$ cat src/rtl/memtest_pkg.sv
package memtest_pkg;

    typedef enum logic [2:0] {
        ST_WAIT_CAL = 3'd0,
        ST_WRITE    = 3'd1,
        ST_READ     = 3'd2,
        ST_DRAIN    = 3'd3,
        ST_DONE     = 3'd4
    } mt_state_e;

    localparam int unsigned LANE_BITS = 8;

endpackage

$ cat src/rtl/mt_lfsr.sv
module mt_lfsr #(
    parameter int unsigned      W    = 32,
    parameter logic [W-1:0]     TAPS = 32'h8020_0003,
    parameter logic [W-1:0]     SEED = 32'h1234_ABCD
) (
    input  logic         clk,
    input  logic         rst_n,
    input  logic         load,
    input  logic         step,
    output logic [W-1:0] value
);

    logic feedback;

    // Fibonacci form: parity of the tapped bits enters at bit 0
    always_comb begin
        feedback = ^(value & TAPS);
    end

    always_ff @(posedge clk) begin
        if (!rst_n) begin
            value <= SEED;
        end else if (load) begin
            value <= SEED;
        end else if (step) begin
            value <= {value[W-2:0], feedback};
        end
    end

endmodule

$ cat src/rtl/mt_seq.sv
module mt_seq
    import memtest_pkg::*;
#(
    parameter int unsigned WORDS = 16,
    parameter int unsigned CW    = $clog2(WORDS + 1)
) (
    input  logic          clk,
    input  logic          rst_n,
    input  logic          cal_done,
    input  logic          user_rdy,
    input  logic          cmd_ready,
    input  logic          rd_valid,
    output logic          issue_wr,
    output logic          issue_rd,
    output logic          wr_step,
    output logic          wr_load,
    output logic          rd_load,
    output logic          chk_en,
    output logic          pass_done,
    output logic [CW-1:0] word_idx
);

    localparam logic [CW-1:0] LAST_IDX = CW'(WORDS - 1);
    localparam logic [CW-1:0] FULL_CNT = CW'(WORDS);

    mt_state_e     state;
    mt_state_e     state_nxt;
    logic [CW-1:0] iss_cnt;
    logic [CW-1:0] ret_cnt;
    logic          last_iss;
    logic          accept;
    logic          ret_full;

    always_comb begin
        last_iss = (iss_cnt == LAST_IDX);
        accept   = (issue_wr || issue_rd) && cmd_ready;
        ret_full = ((ret_cnt + CW'(chk_en)) == FULL_CNT);
    end

    // State register
    always_ff @(posedge clk) begin
        if (!rst_n) begin
            state <= ST_WAIT_CAL;
        end else begin
            state <= state_nxt;
        end
    end

    // Next-state logic
    always_comb begin
        state_nxt = state;
        unique case (state)
            ST_WAIT_CAL: if (cal_done && user_rdy)  state_nxt = ST_WRITE;
            ST_WRITE:    if (cmd_ready && last_iss) state_nxt = ST_READ;
            ST_READ:     if (cmd_ready && last_iss) state_nxt = ST_DRAIN;
            ST_DRAIN:    if (ret_full)              state_nxt = ST_DONE;
            ST_DONE:                                state_nxt = ST_WRITE;
            default:                                state_nxt = ST_WAIT_CAL;
        endcase
    end

    // Outputs decoded from the state
    always_comb begin
        issue_wr  = (state == ST_WRITE);
        issue_rd  = (state == ST_READ);
        wr_step   = issue_wr && cmd_ready;
        rd_load   = issue_wr && cmd_ready && last_iss;
        wr_load   = (state == ST_DONE);
        chk_en    = rd_valid && ((state == ST_READ) || (state == ST_DRAIN));
        pass_done = (state == ST_DONE);
        word_idx  = iss_cnt;
    end

    // Issue counter: shared by the write and read phases
    always_ff @(posedge clk) begin
        if (!rst_n) begin
            iss_cnt <= '0;
        end else if (accept) begin
            iss_cnt <= last_iss ? '0 : iss_cnt + 1'b1;
        end
    end

    // Return counter: counts read words that came back
    always_ff @(posedge clk) begin
        if (!rst_n) begin
            ret_cnt <= '0;
        end else if (state == ST_DONE) begin
            ret_cnt <= '0;
        end else if (chk_en) begin
            ret_cnt <= ret_cnt + 1'b1;
        end
    end

endmodule

$ cat src/rtl/mt_lane_cmp.sv
module mt_lane_cmp
    import memtest_pkg::*;
#(
    parameter int unsigned DW    = 32,
    parameter int unsigned LANES = DW / LANE_BITS
) (
    input  logic             clk,
    input  logic             rst_n,
    input  logic             chk_en,
    input  logic [DW-1:0]    rd_data,
    input  logic [DW-1:0]    exp_data,
    output logic [LANES-1:0] pnf_byte,
    output logic             pnf_all
);

    logic [LANES-1:0] lane_ok;

    for (genvar g = 0; g < LANES; g++) begin : g_lane
        assign lane_ok[g] =
            (rd_data[g*LANE_BITS +: LANE_BITS] == exp_data[g*LANE_BITS +: LANE_BITS]);
    end

    always_ff @(posedge clk) begin
        if (!rst_n) begin
            pnf_byte <= '1;
            pnf_all  <= 1'b1;
        end else if (chk_en) begin
            pnf_byte <= lane_ok;
            if (!(&lane_ok)) begin
                pnf_all <= 1'b0;
            end
        end
    end

endmodule

$ cat src/rtl/memtest_gen.sv
module memtest_gen
    import memtest_pkg::*;
#(
    parameter int unsigned          DATA_W    = 32,
    parameter int unsigned          ADDR_W    = 8,
    parameter int unsigned          WORDS     = 16,
    parameter logic [ADDR_W-1:0]    BASE_ADDR = 8'h20,
    parameter logic [DATA_W-1:0]    LFSR_SEED = 32'h1234_ABCD,
    parameter logic [DATA_W-1:0]    LFSR_TAPS = 32'h8020_0003
) (
    input  logic                        clk,
    input  logic                        rst_n,
    input  logic                        cal_done,
    input  logic                        user_rdy,
    input  logic                        cmd_ready,
    output logic                        req_wr,
    output logic                        req_rd,
    output logic [ADDR_W-1:0]           req_addr,
    output logic [DATA_W-1:0]           req_wdata,
    input  logic                        rd_valid,
    input  logic [DATA_W-1:0]           rd_data,
    output logic [DATA_W/LANE_BITS-1:0] pnf_byte,
    output logic                        pnf_all,
    output logic                        pass_done
);

    localparam int unsigned CW    = $clog2(WORDS + 1);
    localparam int unsigned LANES = DATA_W / LANE_BITS;

    logic              wr_step;
    logic              wr_load;
    logic              rd_load;
    logic              chk_en;
    logic [CW-1:0]     word_idx;
    logic [DATA_W-1:0] exp_word;

    mt_seq #(
        .WORDS (WORDS),
        .CW    (CW)
    ) u_seq (
        .clk       (clk),
        .rst_n     (rst_n),
        .cal_done  (cal_done),
        .user_rdy  (user_rdy),
        .cmd_ready (cmd_ready),
        .rd_valid  (rd_valid),
        .issue_wr  (req_wr),
        .issue_rd  (req_rd),
        .wr_step   (wr_step),
        .wr_load   (wr_load),
        .rd_load   (rd_load),
        .chk_en    (chk_en),
        .pass_done (pass_done),
        .word_idx  (word_idx)
    );

    // Write-side generator
    mt_lfsr #(
        .W    (DATA_W),
        .TAPS (LFSR_TAPS),
        .SEED (LFSR_SEED)
    ) u_wr_lfsr (
        .clk   (clk),
        .rst_n (rst_n),
        .load  (wr_load),
        .step  (wr_step),
        .value (req_wdata)
    );

    // Expected-data generator: reloaded as the read phase begins
    mt_lfsr #(
        .W    (DATA_W),
        .TAPS (LFSR_TAPS),
        .SEED (LFSR_SEED)
    ) u_exp_lfsr (
        .clk   (clk),
        .rst_n (rst_n),
        .load  (rd_load),
        .step  (chk_en),
        .value (exp_word)
    );

    mt_lane_cmp #(
        .DW    (DATA_W),
        .LANES (LANES)
    ) u_cmp (
        .clk      (clk),
        .rst_n    (rst_n),
        .chk_en   (chk_en),
        .rd_data  (rd_data),
        .exp_data (exp_word),
        .pnf_byte (pnf_byte),
        .pnf_all  (pnf_all)
    );

    assign req_addr = BASE_ADDR + ADDR_W'(word_idx);

endmodule

$ cat config.mk
export PLATFORM = sky130hd
export DESIGN_NAME = memtest_gen
export DESIGN_NICKNAME = d
export VERILOG_FILES = /design/src/rtl/memtest_pkg.sv /design/src/rtl/mt_lfsr.sv /design/src/rtl/mt_seq.sv /design/src/rtl/mt_lane_cmp.sv /design/src/rtl/memtest_gen.sv
export SDC_FILE = /design/constraint.sdc
export NUM_CORES = 1
export LEC_CHECK = 0
export ABC_AREA = 1
export BUFFER_PORTS_ARGS = -buffer_cell sky130_fd_sc_hd__buf_2
export CAP_MARGIN = 20
export CORE_ASPECT_RATIO = 0.75
export CORE_MARGIN = 3
export CORE_UTILIZATION = 40
export DETAILED_ROUTE_END_ITERATION = 16
export GPL_TIMING_DRIVEN = 1
export PLACE_DENSITY = 0.71
export SETUP_SLACK_MARGIN = 0.3
export SYNTH_ARGS = -nofsm -noshare
export SYNTH_HDL_FRONTEND = slang
export SYNTH_SLANG_ARGS = --single-unit
export TNS_END_PERCENT = 5
$ cat constraint.sdc
create_clock -name clk -period 4.41 [get_ports clk]
set_input_delay 1.1025 -clock clk [delete_from_list [all_inputs] [get_ports clk]]
set_output_delay 1.1025 -clock clk [all_outputs]
set_load 0.01 [all_outputs]
==> run metrics, run 1 <==
Initial Util=0.422; Die Y=88.9 um; Total GRT Usage=0.157; post-CTS setup buffer count=0; Ys Warns=0; final setup violation count=0; Post-Synth XOR/XNOR Area=0.0598; syn_area_per_cell=7.22 um2; f_max=365 MHz; Die ar.=0.0104 mm2; #FFs+latches synth=82; clock-pin slew on the worst setup and hold paths=0.06 ns; Synth top area share=0.448; Post-Synth Adder-Cell Area=0.0137; MaxCap Viol Count=0; Worst Setup End Kind=flop; sw frac=0.314; n_diodes=0; Cells after Synth=507; simple-gate share of the synthesized area=0.277; Via Count=3,277; Mapped Area=0.00366 mm2; Synth cell types=30; Final Skew=0.00768 ns; die width=116 um; largest family of logic cells by synthesized area=simple AND/OR/NAND/NOR gates; Critical Path RT=4.63 ns; critical path class=primary input to flop; Bufs on Longest Clock Path=2; post-route setup TNS=0 ns; Crit path largest cell delay=0.30 ns; Port-buffer cells=82; antenna violations before repair=0; Worst Path Max Fanout=33; Sw Pwr=0.000749 W; fin crit share=0.620; Inserted Clock Buffers=9; worst skew pair latency=0.33 ns; FF-to-FF setup slack=2.08 ns; clock share of power=0.345; gr ovfl total=0; Post-Route WL=8.07 mm; VDD IR-drop max=0.251 mV; Final ANT Viol Nets=0; Synth-to-Final Area Change=21.8%; crit path DAT=2.96 ns; worst path bufs/invs=4; cells along the critical path=buf_2 -> nand3_1 -> inv_1 -> buf_4 -> ha_1 -> ha_1 -> or2_2 -> a21oi_1 -> nand3_1 -> nand2_1 -> nand2_1 -> o21ai_0 -> inv_1; DP Wirelength=5.83 mm; drt via density=4.72; GPL Wtd Cong=0.841; Post-synth top cells=nand2_1 (155), dfxtp_1 (82), nor2_1 (59), o21ai_0 (37), inv_1 (36); area leader, netlist=dfxtp_1; row cnt=29; Sequential Power Share=0.416; CTS Hold Bufs=0; Compound-Gate Fraction of Synth Area=0.124; number of global-route vias before repair=2,838; layout cells sized above 1=0.208; post-cts sizing count=0; Core Box Area=0.00867 mm2; CP Launch Type=primary input; Pleak=2.07 nW; IO Count=86; Sink Count=82; final routed DRC violation total=0; cell-internal power=0.00164 W; WL per Instance=11.6 um; first-pass GRT wire length=13.0 mm; RSZ-0062 raised after global routing=false; Pins Over Slew Limit=0; pin count of the biggest net entering global routing=47; Iter 0 DRT Violations=188; mux contribution to synthesized area=0; logic gate share of total power=0.240; minimum clock period after layout=2.74 ns; 1st-pass router iterations=4; pwr/cell area=535 mW/mm2; synth top area cells=dfxtp_1 (45%), nand2_1 (16%), nor2_1 (6.0%); HP Class=flop to flop; CTS tree=built; CTS H-tree lvls=3; Post-synth EDFFs=0; status=complete, no violations; critical path's slowest cell=buf_4; Seq/Total Area, Yosys=0.448; most frequent cell after synthesis=nand2_1; cell family with most CP delay=simple AND/OR/NAND/NOR gates; Final Hold Fails=0; dominant synthesized flop cell=dfxtp_1; Post-Route Utilization=0.515; clock root buffer=clkbuf_16; post-layout net count=624; FFs w/ async S/R, synth=0
cell families after synthesis:
family | Yosys count
AND/OR/NAND/NOR | 253
flip-flops | 82
AO/OA/AOI/OAI | 77
buffers and inverters | 64
XOR/XNOR | 25
adder cells (fa/ha/maj) | 4
other | 2
flip-flops by register name, indices dropped and copies added (netlist names):
name / count
u_exp_lfsr.value: 32
u_wr_lfsr.value: 32
u_seq.ret_cnt: 5
u_seq.word_idx: 5
u_cmp.pnf_byte: 4
u_seq.state: 3
u_cmp.pnf_all: 1
layout make-up:
| cell class | instances | area [um2] |
|---|---|---|
| inverter | 42 | 158 |
| timing repair buffer | 85 | 440 |
| multi-input combinational | 362 | 1750 |
| tap | 108 | 135 |
| clock inverter | 5 | 85.1 |
| sequential | 82 | 1640 |
| fill | 846 | 4210 |
| clock buffer | 11 | 253 |
cells in the final DEF, fill, tap and decap left out, drive strengths merged:
cell type and instances:
nand4 2, nor3 2, xor2 1, clkinv 1
and3 1, nand2 157, inv 43, nand2b 1
nor4 1, a211oi 1, buf 85, o21ai 37
a21oi 32, xnor2 24, o211ai 7, conb 3
ha 4, or2 1, nor2 60, dfxtp 82
bufinv 2, clkinvlp 1, nand3 28, clkbuf 11
tightest hold or removal path, stage by stage, from the launching register on:
cell and delay, ns:
dfxtp_1 0.32, nand2_1 0.06, nand2_1 0.04
per-stage QoR:
stage          setup WS, ns  cell area (um2)  power, W  hold WS (ns)  cells
3_5_place_dp           1.35             4120   0.00158         0.450    679
3_3_place_gp           1.38             4110   0.00156         0.453    678
4_1_cts                1.70             4460   0.00241         0.460    695
5_1_grt                1.52             4460   0.00255         0.478    695
6_report               1.67             4460   0.00239         0.461    695
2_1_floorplan          1.55             3670   0.00140         0.454    508
power by group through the flow:
stage	clock, W	sequential, W	combinational, W
floorplan	0	0.00102	0.000378
detailed placement	0	0.00101	0.000575
global route	0.000874	0.00101	0.000662
global placement	0	0.00100	0.000557
finish	0.000823	0.000992	0.000572
CTS	0.000840	0.000992	0.000579
path summary, 6_finish.rpt:
path / from / end / depth (start not counted)
max reg2reg: u_seq.state[2] / u_seq.state[0] / 13
min: u_cmp.pnf_all / u_cmp.pnf_all / 2
max: rd_valid / u_seq.state[0] / 13
min reg2reg: u_cmp.pnf_all / u_cmp.pnf_all / 2
routing by layer:
metal | vias to the layer above | track usage | routed length, um
li1 | 1743 | - | -
met1 | 1452 | 0.217 | 4000
met2 | 80 | 0.240 | 3590
met3 | 2 | 0.0485 | 439
met4 | 0 | 0.0337 | 26
met5 | - | 0 | 0
Note: power is estimated with default switching activity, not from simulation.
==> run 2: changes to the inputs <==
--- a/config.mk
+++ b/config.mk
@@ -13,7 +13,7 @@
 export CORE_UTILIZATION = 40
 export DETAILED_ROUTE_END_ITERATION = 16
 export GPL_TIMING_DRIVEN = 1
-export PLACE_DENSITY = 0.71
+export PLACE_DENSITY = 0.74
 export SETUP_SLACK_MARGIN = 0.3
 export SYNTH_ARGS = -nofsm -noshare
 export SYNTH_HDL_FRONTEND = slang
==> constraint.sdc (replaced) <==
create_clock -name clk -period 2.2 [get_ports clk]
set_input_delay 0.55 -clock clk [delete_from_list [all_inputs] [get_ports clk]]
set_output_delay 0.55 -clock clk [all_outputs]
set_load 0.01 [all_outputs]
==> run 2 against run 1 <==
  * Clock skew shrank 0.0038 ns
  * Global-route usage grew 0.66 points
  * Via count increased by 0.12%
  * Clock power grew 82%
  * Critical path depth decreased by 1
  * Die area unchanged
  * Core utilization increased by 0.52 points
  * Critical path type is now flop to flop
==> run metrics, run 2 (same netlist as run 1, synthesis figures left out) <==
Total GRT Usage=0.163; 1st-pass router iterations=4; Die Y=88.9 um; clock-pin slew on the worst setup and hold paths=0.06 ns; Initial Util=0.422; critical path class=flop to flop; clock root buffer=clkbuf_16; # fillers=854; WL per Instance=12.1 um; Power, Total=0.00469 W; Bufs on Longest Clock Path=2; post-layout net count=627; drt via density=4.70; n_diodes=0; cell family with most CP delay=simple AND/OR/NAND/NOR gates; minimum clock period after layout=1.77 ns; final routed DRC violation total=0; post-route setup TNS=0 ns; Final ANT Viol Nets=0; critical path's slowest cell=dfxtp_4; routing usage on met3=0.0390; Core Box Area=0.00867 mm2; VDD IR-drop max=0.383 mV; CTS tree=built; Post-Route WL=8.42 mm; number of global-route vias before repair=3,038; leading cell type in the layout, fill and taps excluded=nand2_1; die width=116 um; worst path bufs/invs=3; Final Hold Fails=0; fin crit share=0.806; Iter 0 DRT Violations=148; Final Skew=0.00390 ns; pin count of the biggest net entering global routing=47; f_max=564 MHz; cells along the critical path=inv_4 -> nand3_4 -> inv_4 -> ha_4 -> ha_4 -> or2_4 -> a21oi_2 -> nand3_2 -> nand2_1 -> nand2_2 -> o21ai_1 -> inv_1; DP Wirelength=6.10 mm; largest registers=u_exp_lfsr.value x32, u_wr_lfsr.value x32; antenna violations before repair=1; Worst Path Max Fanout=5; worst skew pair latency=0.33 ns; RSZ-0062 raised after global routing=false; CTS Hold Bufs=0; pwr/cell area=1040 mW/mm2; post-CTS setup buffer count=0; Synth-to-Final Area Change=23.1%; GPL Wtd Cong=0.776; Crit path largest cell delay=0.36 ns; first-pass GRT wire length=13.6 mm; Sink Count=82; status=complete, no violations; gr busiest metal=met2; Port-buffer cells=82; gr ovfl total=0; met2 global-route usage=0.277; MaxCap Viol Count=0; CTS H-tree lvls=3; row cnt=29; most frequent cells in the layout=nand2_1 (154), buf_2 (82), dfxtp_1 (80); Pleak=2.06 nW; HP Class=flop to flop; layout cells sized above 1=0.227; met1 usage=0.204; Critical Path RT=2.42 ns; Inserted Clock Buffers=9; final setup violation count=0; crit path DAT=1.99 ns; Via Count=3,281; Worst Setup End Kind=flop; Die ar.=0.0104 mm2; Pins Over Slew Limit=0; CP Launch Type=flop; IO Count=86
==> run 2: changes by cell type in the layout (fill, tap and decap cells not counted), sizes merged <==
cell      delta
buf          +3
bufinv       -1
clkbuf       +1
clkinvlp     +1
inv          -1
==> run 2: power by group <==
group	internal, W	switching [W]	leakage (nW)	total [W]
Sequential	0.00176	0.000229	0.670	0.00199
Combinational	0.000492	0.000707	1.24	0.00120
Clock	0.000939	0.000563	0.145	0.00150
==> run 2: worst paths after layout <==
check | from | end | slack, ns | cells after the start
worst max register to register | u_seq.state[2] | u_seq.state[0] | 0.43 | 12
worst min register to register | u_cmp.pnf_byte[2] | u_cmp.pnf_byte[2] | 0.47 | 2
worst min-delay path | u_cmp.pnf_byte[2] | u_cmp.pnf_byte[2] | 0.47 | 2
worst max-delay path | u_seq.state[2] | u_seq.state[0] | 0.43 | 12
==> run 2: repair_timing <==
item / CTS / global route
hold endpoints to repair: 0 / 0
gates resized for setup: 0 / 7
endpoints found under the setup margin: 0 / 3
==> run 2: cell type report <==
class,count,area [um2],area share
clock buffers,12,256,0.0569
well taps,108,135,0.0300
clock inverters,4,50.0,0.0111
inverters,42,163,0.0361
flip-flops and latches,82,1650,0.365
multi-input cells,362,1800,0.400
repair buffers,88,455,0.101
==> run 2: stage by stage <==
step                      instances  cell area (um2)  worst slack (ns)  hold WS [ns]   util
after floorplan                 508             3720             0.240         0.454      -
after global placement          682             4190             0.192         0.454  0.483
after detailed placement        682             4190             0.142         0.459  0.483
after CTS                       698             4490             0.317         0.472  0.518
after global routing            698             4510             0.299         0.499  0.520
final                           698             4510             0.427         0.467  0.520
==> run 2: per-layer routing <==
metal,vias to the layer above,wire [um]
met1,1444,3810
met3,14,420
met4,2,141
met5,-,7
li1,1749,-
met2,72,4040
==> run 2: worst reg2reg max path: stages, from the launching register on <==
cell     delay, ns
dfxtp_4       0.36
inv_4         0.07
nand3_4       0.07
inv_4         0.07
ha_4          0.13
ha_4          0.19
or2_4         0.24
a21oi_2       0.11
nand3_2       0.09
nand2_1       0.08
nand2_2       0.06
o21ai_1       0.15
inv_1         0.05
